$ cat src/rtl/dec_tgt_check.sv
module dec_tgt_check #(
  parameter int W  = 4,
  parameter int TW = 2,
  parameter int SW = 8,
  parameter int AW = 16,
  parameter int CW = 16
) (
  input  logic            clk,
  input  logic            rst_n,
  input  logic            stage_stalled,
  input  logic [W-1:0]    in_valid,
  input  logic [W*TW-1:0] in_tid,
  input  logic [W*SW-1:0] in_seq,
  input  logic [W-1:0]    in_pred_taken,
  input  logic [W*AW-1:0] in_pred_tgt,
  input  logic [W*AW-1:0] in_calc_tgt,
  input  logic [W-1:0]    in_is_ctrl,
  input  logic [W-1:0]    in_is_direct,
  input  logic [W-1:0]    in_is_uncond,
  input  logic [W-1:0]    in_no_src,
  output logic [W-1:0]    out_valid,
  output logic [W-1:0]    out_squashed,
  output logic [W-1:0]    out_held,
  output logic [W-1:0]    out_ready_issue,
  output logic            redir_valid,
  output logic [TW-1:0]   redir_tid,
  output logic [SW-1:0]   redir_seq,
  output logic [AW-1:0]   redir_pc,
  output logic            redir_taken,
  output logic            redir_unblock,
  output logic            bad_pred_err,
  output logic [CW-1:0]   cnt_resolved,
  output logic [CW-1:0]   cnt_mispred,
  output logic [CW-1:0]   cnt_ctrl_mispred
);
  localparam int NW = $clog2(W + 1);

  logic [W-1:0]  chk, mis, bad, proc, young, held;
  logic          found;
  logic [TW-1:0] k_tid;
  logic [SW-1:0] k_seq;
  logic [AW-1:0] k_pc;
  logic [NW-1:0] n_res, n_bad;

  assign chk = in_valid & in_is_ctrl & in_is_direct & in_is_uncond;
  assign bad = in_valid & in_pred_taken & ~in_is_ctrl;

  genvar g;
  generate
    for (g = 0; g < W; g++) begin : g_cmp
      assign mis[g] = chk[g] && (in_calc_tgt[g*AW +: AW] != in_pred_tgt[g*AW +: AW]);
    end
  endgenerate

  always_comb begin
    found = 1'b0;
    proc  = '0;
    n_res = '0;
    n_bad = '0;
    k_tid = '0;
    k_seq = '0;
    k_pc  = '0;
    for (int i = 0; i < W; i++) begin
      if (in_valid[i] && !found) begin
        proc[i] = 1'b1;
        if (chk[i]) n_res = n_res + 1'b1;
        if (bad[i]) n_bad = n_bad + 1'b1;
        if (mis[i]) begin
          found = 1'b1;
          k_tid = in_tid[i*TW +: TW];
          k_seq = in_seq[i*SW +: SW];
          k_pc  = in_calc_tgt[i*AW +: AW];
        end
      end
    end
    for (int i = 0; i < W; i++) begin
      young[i] = in_valid[i] && !proc[i] && in_tid[i*TW +: TW] == k_tid
                 && in_seq[i*SW +: SW] > k_seq;
      held[i]  = in_valid[i] && !proc[i] && !young[i];
    end
  end

  always_ff @(posedge clk) begin
    if (!rst_n) begin
      out_valid        <= '0;
      out_squashed     <= '0;
      out_held         <= '0;
      out_ready_issue  <= '0;
      redir_valid      <= 1'b0;
      redir_tid        <= '0;
      redir_seq        <= '0;
      redir_pc         <= '0;
      redir_taken      <= 1'b0;
      redir_unblock    <= 1'b0;
      bad_pred_err     <= 1'b0;
      cnt_resolved     <= '0;
      cnt_mispred      <= '0;
      cnt_ctrl_mispred <= '0;
    end else begin
      out_valid        <= proc;
      out_squashed     <= young;
      out_held         <= held;
      out_ready_issue  <= proc & in_no_src;
      redir_valid      <= found;
      redir_tid        <= k_tid;
      redir_seq        <= k_seq;
      redir_pc         <= k_pc;
      redir_taken      <= found;
      redir_unblock    <= found && stage_stalled;
      bad_pred_err     <= n_bad != '0;
      cnt_resolved     <= cnt_resolved + CW'(n_res);
      cnt_mispred      <= cnt_mispred + CW'(found);
      cnt_ctrl_mispred <= cnt_ctrl_mispred + CW'(n_bad);
    end
  end

  assert_resolved_step_R1: assert property (@(posedge clk) disable iff (!rst_n)
    (cnt_resolved - $past(cnt_resolved)) <= CW'(W));
  assert_mispred_redirect_R2: assert property (@(posedge clk) disable iff (!rst_n)
    (cnt_mispred != $past(cnt_mispred)) |-> (redir_valid && redir_taken));
  assert_mispred_single_R3: assert property (@(posedge clk) disable iff (!rst_n)
    (cnt_mispred - $past(cnt_mispred)) <= CW'(1));
  assert_trunc_needs_redir_R4: assert property (@(posedge clk) disable iff (!rst_n)
    (|(out_held | out_squashed)) |-> redir_valid);
  assert_ctrl_err_R6: assert property (@(posedge clk) disable iff (!rst_n)
    (cnt_ctrl_mispred != $past(cnt_ctrl_mispred)) |-> bad_pred_err);
  assert_ready_fwd_R7: assert property (@(posedge clk) disable iff (!rst_n)
    (out_ready_issue & ~out_valid) == '0);
  assert_unblock_redir_R8: assert property (@(posedge clk) disable iff (!rst_n)
    redir_unblock |-> redir_valid);

  generate
    for (g = 0; g < W; g++) begin : g_excl
      assert_slot_excl_R4: assert property (@(posedge clk) disable iff (!rst_n)
        $onehot0({out_valid[g], out_squashed[g], out_held[g]}));
    end
  endgenerate
endmodule

$ cat config.mk
export PLATFORM = sky130hd
export DESIGN_NAME = dec_tgt_check
export DESIGN_NICKNAME = d
export VERILOG_FILES = /design/src/rtl/dec_tgt_check.sv
export SDC_FILE = /design/constraint.sdc
export NUM_CORES = 1
export LEC_CHECK = 0
export ABC_AREA = 0
export ABC_CLOCK_PERIOD_IN_PS = 4300
export BUFFER_PORTS_ARGS = -buffer_cell sky130_fd_sc_hd__buf_2
export CORE_ASPECT_RATIO = 0.8
export CORE_MARGIN = 2
export CORE_UTILIZATION = 46
export CTS_CLUSTER_SIZE = 25
export DETAILED_ROUTE_END_ITERATION = 8
export GPL_TIMING_DRIVEN = 0
export PLACE_DENSITY = 0.89
export SLEW_MARGIN = 25
export SYNTH_ARGS = -nofsm -noshare
export SYNTH_HDL_FRONTEND = slang
export SYNTH_SLANG_ARGS = --single-unit
$ cat constraint.sdc
create_clock -name clk -period 4.3 [get_ports clk]
set_input_delay 0.215 -clock clk [delete_from_list [all_inputs] [get_ports clk]]
set_output_delay 0.215 -clock clk [all_outputs]
set_load 0.05 [all_outputs]
==> run metrics, run 1 <==
status=finished clean; Post-Synth XOR/XNOR Area=17.8%; DRC Markers=0; synthesized area=5360 um2; Die Y=101 um; Post-synth top flop=dfxtp_1; CP Data Arrival Time=4310 ps; Ys Warns=0; CTS tree=yes; Power Density=292 nW/um2; main combinational cell family by area after synthesis=simple AND/OR/NAND/NOR gates; finished layout cell area=7410 um2; starting density of the core=46.9%; Crit Path Category=in -> reg; largest cells by area after synthesis=dfxtp_1, xnor2_1, ha_1; Slew Limit Fails=0; Std-Cell Rows=35; die width=125 um; Worst-Margin Slew=714 ps; 1st-iter DRT viols=587; fmax=244 MHz; CTS clk-pin slew, worst paths=70 ps; crit path time final=4100 ps; H-tree lvl count=3; leading cell type in the layout, fill and taps excluded=buf_2; Clock Sinks=91; ANT nets after route=0; CTS Buffer Depth=2; clk_skew=4.46 ps; multiplexer share of the synthesized area=1.10%; Post-layout nets=1143; Worst Hold Class=in -> reg; core area=11400 um2; Mean Syn Cell Area=8.84 um2; via count=5834; Syn Inst Count=607; Tot Pwr=0.00216 W; vias in the first global route=5522; crit-path max FO=10; part of the Yosys area used for sequential elements=34.0%; post-synthesis cell type count=48; Compound-Gate Fraction of Synth Area=12.5%; worst vdd ir=0.000216 V; maxcap violations=0; Via density=5.49; die area=12500 um2; Critical Path RT=4510 ps; global route overflow=0; area leader, netlist=dfxtp_1; Seq cells post-synth=91; Synth top area share=34.0%; Placer Congestion=0.990; cts-stage hold buffer count=0; Slew headroom=52.4%; critical path launch point type=primary input; Port Buffers=286; Hold Fails Final Rpt=0; share of layout cells above drive strength 1=37.0%; area delta synth->final=38.2%; all-layer global routing usage=30.5%; Worst-Skew Late Latency=340 ps; async set-reset flop share out of synthesis=0%; commonest non-fill, non-tap cells in the layout=buf_2, dfxtp_1, xnor2_1; leakage=3.53 nW; first-pass GRT wire length=29900 um; CTS Buf Count=9; final setup vio count=0; # IOs=289; drt total wl=19700 um; largest net degree at the start of global routing=17; Post-Synth Adder-Cell Area=9.61%; post-place instance area=7000 um2; critical path capture point type=flip-flop; detailed placement HPWL=16000 um; initial antenna violation count=1; DR WL/cell=18.6 um; Post-synth EDFFs=0; Hold WS=85.3 ps; Layout Utilization=64.8%; Initial DRT Pass Iterations=9; Clock Tree Root=clkbuf_16; Post-Synth Simple-Gate Area=22.0%; fin crit share=95.3%; setup tns final=0 ps
[state kept, by name (all words and copies together), names as in the netlist]
name,flops
bad_pred_err,1
cnt_ctrl_mispred,16
cnt_mispred,16
cnt_resolved,16
out_held,3
out_ready_issue,4
out_squashed,3
out_valid,4
redir_pc,16
redir_seq,8
redir_taken,1
redir_tid,2
redir_unblock,1
[synth_stat cells (all sizes together), types with 2 or more instances]
cell	n
dfxtp	91
xnor2	67
nor2	55
nand2	46
xor2	42
ha	38
a21oi	29
a222oi	24
nand3	22
nand4	22
clkbuf	20
and3	14
and2	13
inv	13
nor3	12
nor2b	11
o21ai	11
nor4	9
a21boi	7
and4	6
buf	6
o21a	6
a21o	5
mux2	4
nand2b	4
nor3b	4
or3	4
a311oi	3
o31a	3
fa	2
o31ai	2
or2	2
[timing repair]
item,4_1_cts,5_1_grt
pin swaps,1,1
cloned,0,0
hold endpoints to repair,0,0
buffers inserted,1,2
setup endpoints to repair,31,24
resized for setup,8,19
[power breakdown]
part / switching (W) / leakage, nW / internal (W)
Sequential: 0.00000906 / 0.737 / 0.000864
Clock: 0.000348 / 0.155 / 0.000474
Combinational: 0.000285 / 2.64 / 0.000184
Total: 0.000642 / 3.53 / 0.00152
[logic make-up (layout without fill, tap and decap cells)]
group                      count (synthesis)  after routing
other                                      1              3
adders and majority gates                 40             40
xor gates and xnor gates                 109            109
DFF                                       91             91
buffers and inverters                     39            344
AOI/OAI and AO/OA                         94             94
and+or+nand+nor                          228            228
muxes                                      5              5
[worst paths after layout]
check	cells past startpoint	endpoint	start	slack, ps
hold reg to reg	2	cnt_ctrl_mispred[10]	cnt_ctrl_mispred[10]	500
setup reg to reg	8	cnt_mispred[14]	cnt_mispred[3]	2370
setup / recovery	20	cnt_resolved[14]	in_pred_tgt[15]	200
hold / removal	2	out_ready_issue[1]	in_no_src[1]	90
[layout make-up]
type | instances | area (um2)
Fill cell | 968 | 4020
Multi-Input combinational cell | 478 | 3470
Sequential cell | 91 | 1820
Timing Repair Buffer | 290 | 1460
Clock buffer | 10 | 239
Tap cell | 148 | 185
Buffer | 25 | 113
Clock inverter | 6 | 72.6
Inverter | 13 | 48.8
Antenna cell | 1 | 2.50
[per-stage QoR]
stage | cells | setup slack, ps
after floorplan | 608 | 326
after detailed placement | 1043 | -1010
final | 1062 | 203
after global routing | 1062 | -45.0
after CTS | 1059 | 11.8
after global placement | 1042 | -1450
[routing by layer]
layer | global-route usage, % | vias up | routed length (um)
li1 | - | 2775 | -
met1 | 42.9 | 2705 | 9000
met2 | 46.1 | 323 | 8360
met3 | 9.39 | 31 | 2020
met4 | 6.57 | 0 | 327
met5 | 0 | - | 0
[critical path, cell delays in order]
cell and delay (ps):
buf_2 110, xnor2_1 280, nand4_1 220, nor4_4 400, nor2_1 80, buf_2 230
o21ai_0 160, o21ai_0 160, ha_1 320, mux2_2 160, ha_1 140, inv_1 30
or4_1 510, xor2_1 180, ha_1 330, nor2b_1 180, o21a_2 220, nand4_1 130
xor2_1 170, nor2_1 70
(Power assumes the default switching activity.)
==> inputs of run 2 (changes only) <==
--- a/config.mk
+++ b/config.mk
@@ -5,16 +5,16 @@
 export SDC_FILE = /design/constraint.sdc
 export NUM_CORES = 1
 export LEC_CHECK = 0
-export ABC_AREA = 0
+export ABC_AREA = 1
 export ABC_CLOCK_PERIOD_IN_PS = 4300
 export BUFFER_PORTS_ARGS = -buffer_cell sky130_fd_sc_hd__buf_2
-export CORE_ASPECT_RATIO = 0.8
+export CORE_ASPECT_RATIO = 2
 export CORE_MARGIN = 2
-export CORE_UTILIZATION = 46
+export CORE_UTILIZATION = 48
 export CTS_CLUSTER_SIZE = 25
 export DETAILED_ROUTE_END_ITERATION = 8
 export GPL_TIMING_DRIVEN = 0
-export PLACE_DENSITY = 0.89
+export PLACE_DENSITY = 0.88
 export SLEW_MARGIN = 25
 export SYNTH_ARGS = -nofsm -noshare
 export SYNTH_HDL_FRONTEND = slang
==> run metrics, run 2 <==
die area=14400 um2 (+15%); Compound-Gate Fraction of Synth Area=12.7% (+0.21 points); ANT nets after route=0 (unchanged); Worst-Margin Slew=671 ps (-42.8 ps); DRC Markers=14 (+14); Worst Hold Class=in -> reg; H-tree lvl count=3 (unchanged); post-place setup slack=-437 ps (+574 ps); clk_skew=7.17 ps (+2.71 ps); cts-stage hold buffer count=0 (unchanged); global route overflow=0 (unchanged); Layout Utilization=64.6% (-0.27 points); Syn Inst Count=986 (+62%); most common cell in the synthesized netlist=nand2_1; 1st-iter DRT viols=413 (-30%); Via density=5.15 (-6.2%); Worst-Skew Late Latency=350 ps (about the same); status=finished, violations left; first-pass GRT wire length=33800 um (+13%); crit-path max FO=5 (-5); Critical Path RT=4550 ps (+40 ps); all-layer global routing usage=30.5% (about the same); area leader, netlist=dfxtp_1; fin crit share=94.5% (-0.76 points); CP Capture Point=cnt_resolved[14]; Std-Cell Rows=59 (+69%); CP Data Arrival Time=4310 ps (about the same); Logic pwr share=24.4% (+2.7 points); Largest stage delay, worst path=370 ps (-140 ps); Clk pwr share=35.8% (-2.2 points); post-synthesis cell type count=50 (+4.2%); DR WL/cell=15.4 um (-17%); Ys Warns=0 (unchanged); largest net degree at the start of global routing=19 (+2); setup tns final=0 ps (unchanged); Port Buffers=285 (-0.35%); Pint=0.00147 W (-3.3%); Post-Synth Adder-Cell Area=8.03% (-1.6 points); detailed placement HPWL=18700 um (+17%); async set-reset flop share out of synthesis=0% (unchanged); core area=13100 um2 (+14%); most used cell, CP=nand2_1; part of the Yosys area used for sequential elements=28.4% (-5.6 points); initial antenna violation count=2 (+1); synthesized area=6420 um2 (+20%); violated checks=DRC; Post-Synth XOR/XNOR Area=5.96% (-12 points); fmax=246 MHz (+0.80%); main combinational cell family by area after synthesis=simple AND/OR/NAND/NOR gates; commonest non-fill, non-tap cells in the layout=buf_2, nand2_1, inv_1; CTS Buf Count=9 (unchanged); post-route setup slack=236 ps (+32.7 ps); Initial DRT Pass Iterations=7 (-2); CTS tree=yes; CP top delay family=simple AND/OR/NAND/NOR gates; # IOs=289 (unchanged); Post-synth top flop=dfxtp_1; share of layout cells above drive strength 1=29.3% (-7.7 points); Post-layout nets=1520 (+33%); Crit Path Category=in -> reg; via count=7442 (+28%); CTS Buffer Depth=2 (unchanged); Worst Reg-to-Reg Cells=14 (+6); Placer Congestion=0.941 (-4.9%); drt total wl=22200 um (+13%); Clock Tree Root=clkbuf_16; crit path time final=4060 ps (-32.7 ps); final setup vio count=0 (unchanged); leading cell type in the layout, fill and taps excluded=buf_2; Post-Synth Simple-Gate Area=31.7% (+9.8 points); leakage=4.77 nW (+35%); RSZ-0062 raised after global routing=true; Die Y=168 um (+67%); most frequent cells after synthesis=nand2_1, inv_1, nor2_1; Power Density=261 nW/um2 (-11%); worst vdd ir=0.000186 V (-14%); Worst path slowest cell=fa_1; multiplexer share of the synthesized area=0.234% (-0.86 points); Tot Pwr=0.00220 W (+1.8%); finished layout cell area=8440 um2 (+14%); Clock Sinks=91 (unchanged); Worst Setup SP=in_calc_tgt[10]; sequential share of power=39.8% (-0.5 points); post-place instance area=8040 um2 (+15%); Post-synth EDFFs=0 (unchanged); critical path launch point type=primary input; vias in the first global route=7229 (+31%); starting density of the core=49.2% (+2.2 points); die width=85.8 um (-31%); Slew headroom=55.3% (+2.9 points); Slew Limit Fails=0 (unchanged); Mean Syn Cell Area=6.51 um2 (-26%); Seq cells post-synth=91 (unchanged); CTS clk-pin slew, worst paths=80 ps (about the same); sw power=0.000731 W (+14%); area delta synth->final=31.4%; Hold Fails Final Rpt=0 (unchanged); worst reg2reg endpoint=cnt_ctrl_mispred[14]; maxcap violations=0 (unchanged); largest cells by area after synthesis=dfxtp_1, nand2_1, inv_1; Synth top area share=28.4% (-5.6 points); CP Buf/Inv Count=7 (+4); reg-to-reg startpoint=cnt_ctrl_mispred[0]; switch share=33.2% (+3.5 points); critical path capture point type=flip-flop; R2R Setup Slk=1730 ps (-640 ps); Crit path depth=32 (+60%)
-- run 2: cell count changes after synthesis, moves of 13 or more --
cell	delta
a21oi_1	+23
nand2_1	+182
inv_1	+159
nand3_1	+24
o21ai_0	+25
o211ai_1	+16
nor2_1	+58
xnor2_1	-45
and2_1	-13
and3_1	-13
xor2_1	-24
a222oi_1	-24
-- run 2: layer usage --
layer	vias to the layer above	global-route usage [%]	part of all wire, %
met3	90	5.22	5.0
met5	-	0	0
li1	3730	-	-
met2	310	57.4	54
met4	0	21.0	7.3
met1	3312	28.6	34
-- run 2: power groups by stage --
stage          registers (W)  logic (W)  clock network (W)
3_5_place_dp        0.000895   0.000530                  0
4_1_cts             0.000876   0.000534           0.000798
3_3_place_gp        0.000895   0.000517                  0
6_report            0.000876   0.000538           0.000790
2_1_floorplan       0.000977   0.000240                  0
5_1_grt             0.000878   0.000593           0.000838
-- run 2: worst min-delay path by stage --
stage,start,end,slack (ps),cells past startpoint
final,in_no_src[0],out_ready_issue[0],90,3
after global placement,in_no_src[0],out_ready_issue[0],430,3
after CTS,in_no_src[0],out_ready_issue[0],90,3
after global routing,in_no_src[0],out_ready_issue[0],100,3
after floorplan,in_valid[0],out_valid[0],330,2
after detailed placement,in_no_src[1],out_ready_issue[1],440,3
-- run 2: worst reg2reg max path, cell delays in order, from the launching register on --
cell,delay (ps)
dfxtp_1,340
ha_1,170
inv_1,60
fa_1,360
inv_1,80
nand2_1,80
a21oi_2,170
nand2_1,110
nor2_4,120
nand3_2,130
nor4_4,370
nand3_2,160
nor2_2,130
o21ai_0,80
a21oi_1,140
-- run 2: final cells by class --
cell class	instances	area, um2
Tap cell	152	190
Sequential cell	91	1820
Inverter	186	704
Fill cell	1184	4630
Antenna cell	2	5.00
Multi-Input combinational cell	686	3850
Clock inverter	7	71.3
Clock buffer	9	225
Timing Repair Buffer	287	1440
Buffer	24	126
-- run 2: what timing repair did --
| action | 4_1_cts | 5_1_grt |
|---|---|---|
| endpoints found under the setup margin | 1 | 8 |
| resized for setup | 1 | 20 |
| pin swaps | 0 | 8 |
| setup buffers | 0 | 2 |
-- run 2: logic make-up after synthesis --
kind of cell,after synthesis
AOI/OAI and AO/OA,139
xor gates and xnor gates,42
adders and majority gates,40
buffers and inverters,210
DFF,91
muxes,1
other,1
and+or+nand+nor,462
-- run 2: through the flow --
stage / instances / hold slack (ps)
global route: 1444 / 99.8
detailed placement: 1424 / 440
finish: 1444 / 91.8
floorplan: 987 / 326
global placement: 1424 / 429
CTS: 1440 / 86.9
==> inputs of run 3 (changes only) <==
--- a/config.mk
+++ b/config.mk
@@ -9,7 +9,6 @@
 export ABC_CLOCK_PERIOD_IN_PS = 4300
 export BUFFER_PORTS_ARGS = -buffer_cell sky130_fd_sc_hd__buf_2
 export CORE_ASPECT_RATIO = 2
-export CORE_MARGIN = 2
 export CORE_UTILIZATION = 48
 export CTS_CLUSTER_SIZE = 25
 export DETAILED_ROUTE_END_ITERATION = 8
==> run metrics, run 3 (synthesis gave the netlist of run 2 again) <==
all-layer global routing usage=30.8% (+0.36 points); CTS tree=yes; status=finished clean; vias in the first global route=7180 (-0.68%); Post-layout nets=1521 (+0.066%); CP Data Arrival Time=4200 ps (-110 ps); Worst-Skew Late Latency=340 ps (about the same); crit-path max FO=5 (unchanged); Pint=0.00147 W (about the same); crit path time final=3950 ps (-110 ps); Std-Cell Rows=59 (unchanged); largest net degree at the start of global routing=19 (unchanged); initial antenna violation count=2 (unchanged); final setup vio count=0 (unchanged); leakage=4.77 nW (about the same); Largest stage delay, worst path=380 ps (about the same); die area=13900 um2 (-3.5%); maxcap violations=0 (unchanged); starting density of the core=49.4% (+0.28 points); Hold Fails Final Rpt=0 (unchanged); CTS Buf Count=9 (unchanged); Slew headroom=54.7% (-0.55 points); switch share=33.3% (+0.052 points); Worst path slowest cell=fa_1; area delta synth->final=31.3% (about the same); Placer Congestion=0.947 (+0.63%); drt total wl=21900 um (-1.5%); Slew Limit Fails=0 (unchanged); Clock Tree Root=clkbuf_16; Hold WS=89.3 ps (-2.54 ps); fmax=253 MHz (+2.8%); critical path capture point type=flip-flop; Clock Sinks=91 (unchanged); fill count=1205 (+1.8%); leading cell type in the layout, fill and taps excluded=buf_2; Power Density=261 nW/um2 (+0.10%); commonest non-fill, non-tap cells in the layout=buf_2, nand2_1, inv_1; clk_skew=8.05 ps (+0.876 ps); ANT nets after route=0 (unchanged); Via density=5.16 (+0.16%); placed cells=1424 (unchanged); fin crit share=92.0% (-2.6 points); sw power=0.000733 W (+0.17%); CTS clk-pin slew, worst paths=80 ps (about the same); core area=13000 um2 (-0.56%); CTS Buffer Depth=2 (unchanged); die width=83.8 um (-2.3%); detailed placement HPWL=18600 um (-0.51%); share of layout cells above drive strength 1=29.2% (-0.10 points); Critical Path RT=4540 ps (about the same); DR WL/cell=15.1 um (-1.6%); Worst Hold Class=in -> reg; Die Y=166 um (-1.2%); via count=7459 (+0.23%); DRC Markers=0 (-14); H-tree lvl count=3 (unchanged); Port Buffers=285 (unchanged); # IOs=289 (unchanged); post-route insts no fill=1445 (+0.069%); setup tns final=0 ps (unchanged); Tot Pwr=0.00220 W (about the same); worst vdd ir=0.000314 V (+69%); 1st-iter DRT viols=353 (-15%); first-pass GRT wire length=33100 um (-2.0%); sequential share of power=39.7% (about the same); global route overflow=0 (unchanged); Logic pwr share=24.3% (about the same); most used cell, CP=nand2_1; Initial DRT Pass Iterations=4 (-3); Worst-Margin Slew=679 ps (+8.31 ps); Crit Path Category=in -> reg; critical path launch point type=primary input; Clk pwr share=35.9% (about the same)
run 3: cell count changes in the layout (fill, tap and decap cells not counted), sizes merged:
| cell | change |
|---|---|
| clkinvlp | +1 |
| buf | +1 |
| inv | -1 |
run 3: timing repair:
action | CTS | global route
pin swaps | 0 | 5
gates resized for setup | 1 | 15
setup buffers | 0 | 3
hold buffers | 0 | 0
setup endpoints to repair | 1 | 7
endpoints found under the hold margin | 0 | 0
run 3: critical path: cells and delay by family:
family                     cells  cell delay, ps
buffers and inverters          7             450
muxes                          1             280
and+or+nand+nor               16            1790
AOI/OAI and AO/OA              5             510
adders and majority gates      3             930
run 3: metrics by stage:
step / area [um2] / setup WS [ps] / util, %
final: 8430 / 346 / 64.9
after global routing: 8430 / -9.99 / 64.9
after CTS: 8350 / 74.8 / 64.2
after detailed placement: 8040 / -369 / 61.9
after global placement: 8040 / -303 / 61.9
after floorplan: 6430 / 276 / -
run 3: layout make-up:
class / count / area [um2] / area share, %
clock buffer: 9 / 225 / 2.67
multi-input combinational: 686 / 3840 / 45.5
tap: 152 / 190 / 2.26
antenna: 2 / 5.00 / 0.0594
sequential: 91 / 1820 / 21.6
buffer: 24 / 126 / 1.50
timing repair buffer: 288 / 1450 / 17.2
inverter: 186 / 701 / 8.31
clock inverter: 7 / 72.6 / 0.861
run 3: power by group through the flow:
| stage | clock [W] | sequential, W | combinational (W) |
|---|---|---|---|
| finish | 0.000792 | 0.000876 | 0.000536 |
| global route | 0.000828 | 0.000878 | 0.000592 |
| CTS | 0.000800 | 0.000875 | 0.000535 |
| detailed placement | 0 | 0.000895 | 0.000532 |
| global placement | 0 | 0.000894 | 0.000518 |
| floorplan | 0 | 0.000977 | 0.000240 |
run 3: worst paths after layout:
kind	slack, ps	endpoint	cells past startpoint	from
hold / removal	90	out_ready_issue[0]	3	in_no_src[0]
hold reg to reg	450	cnt_resolved[15]	1	cnt_resolved[15]
setup / recovery	350	cnt_resolved[14]	32	in_calc_tgt[11]
setup reg to reg	1900	cnt_ctrl_mispred[14]	14	cnt_ctrl_mispred[0]
run 3: layer usage:
metal	part of all wire [%]	wire, um	GRT usage [%]
met1	34	7340	28.5
met2	53	11600	59.1
met3	5.4	1180	4.47
met4	7.9	1730	24.9
met5	0	0	0
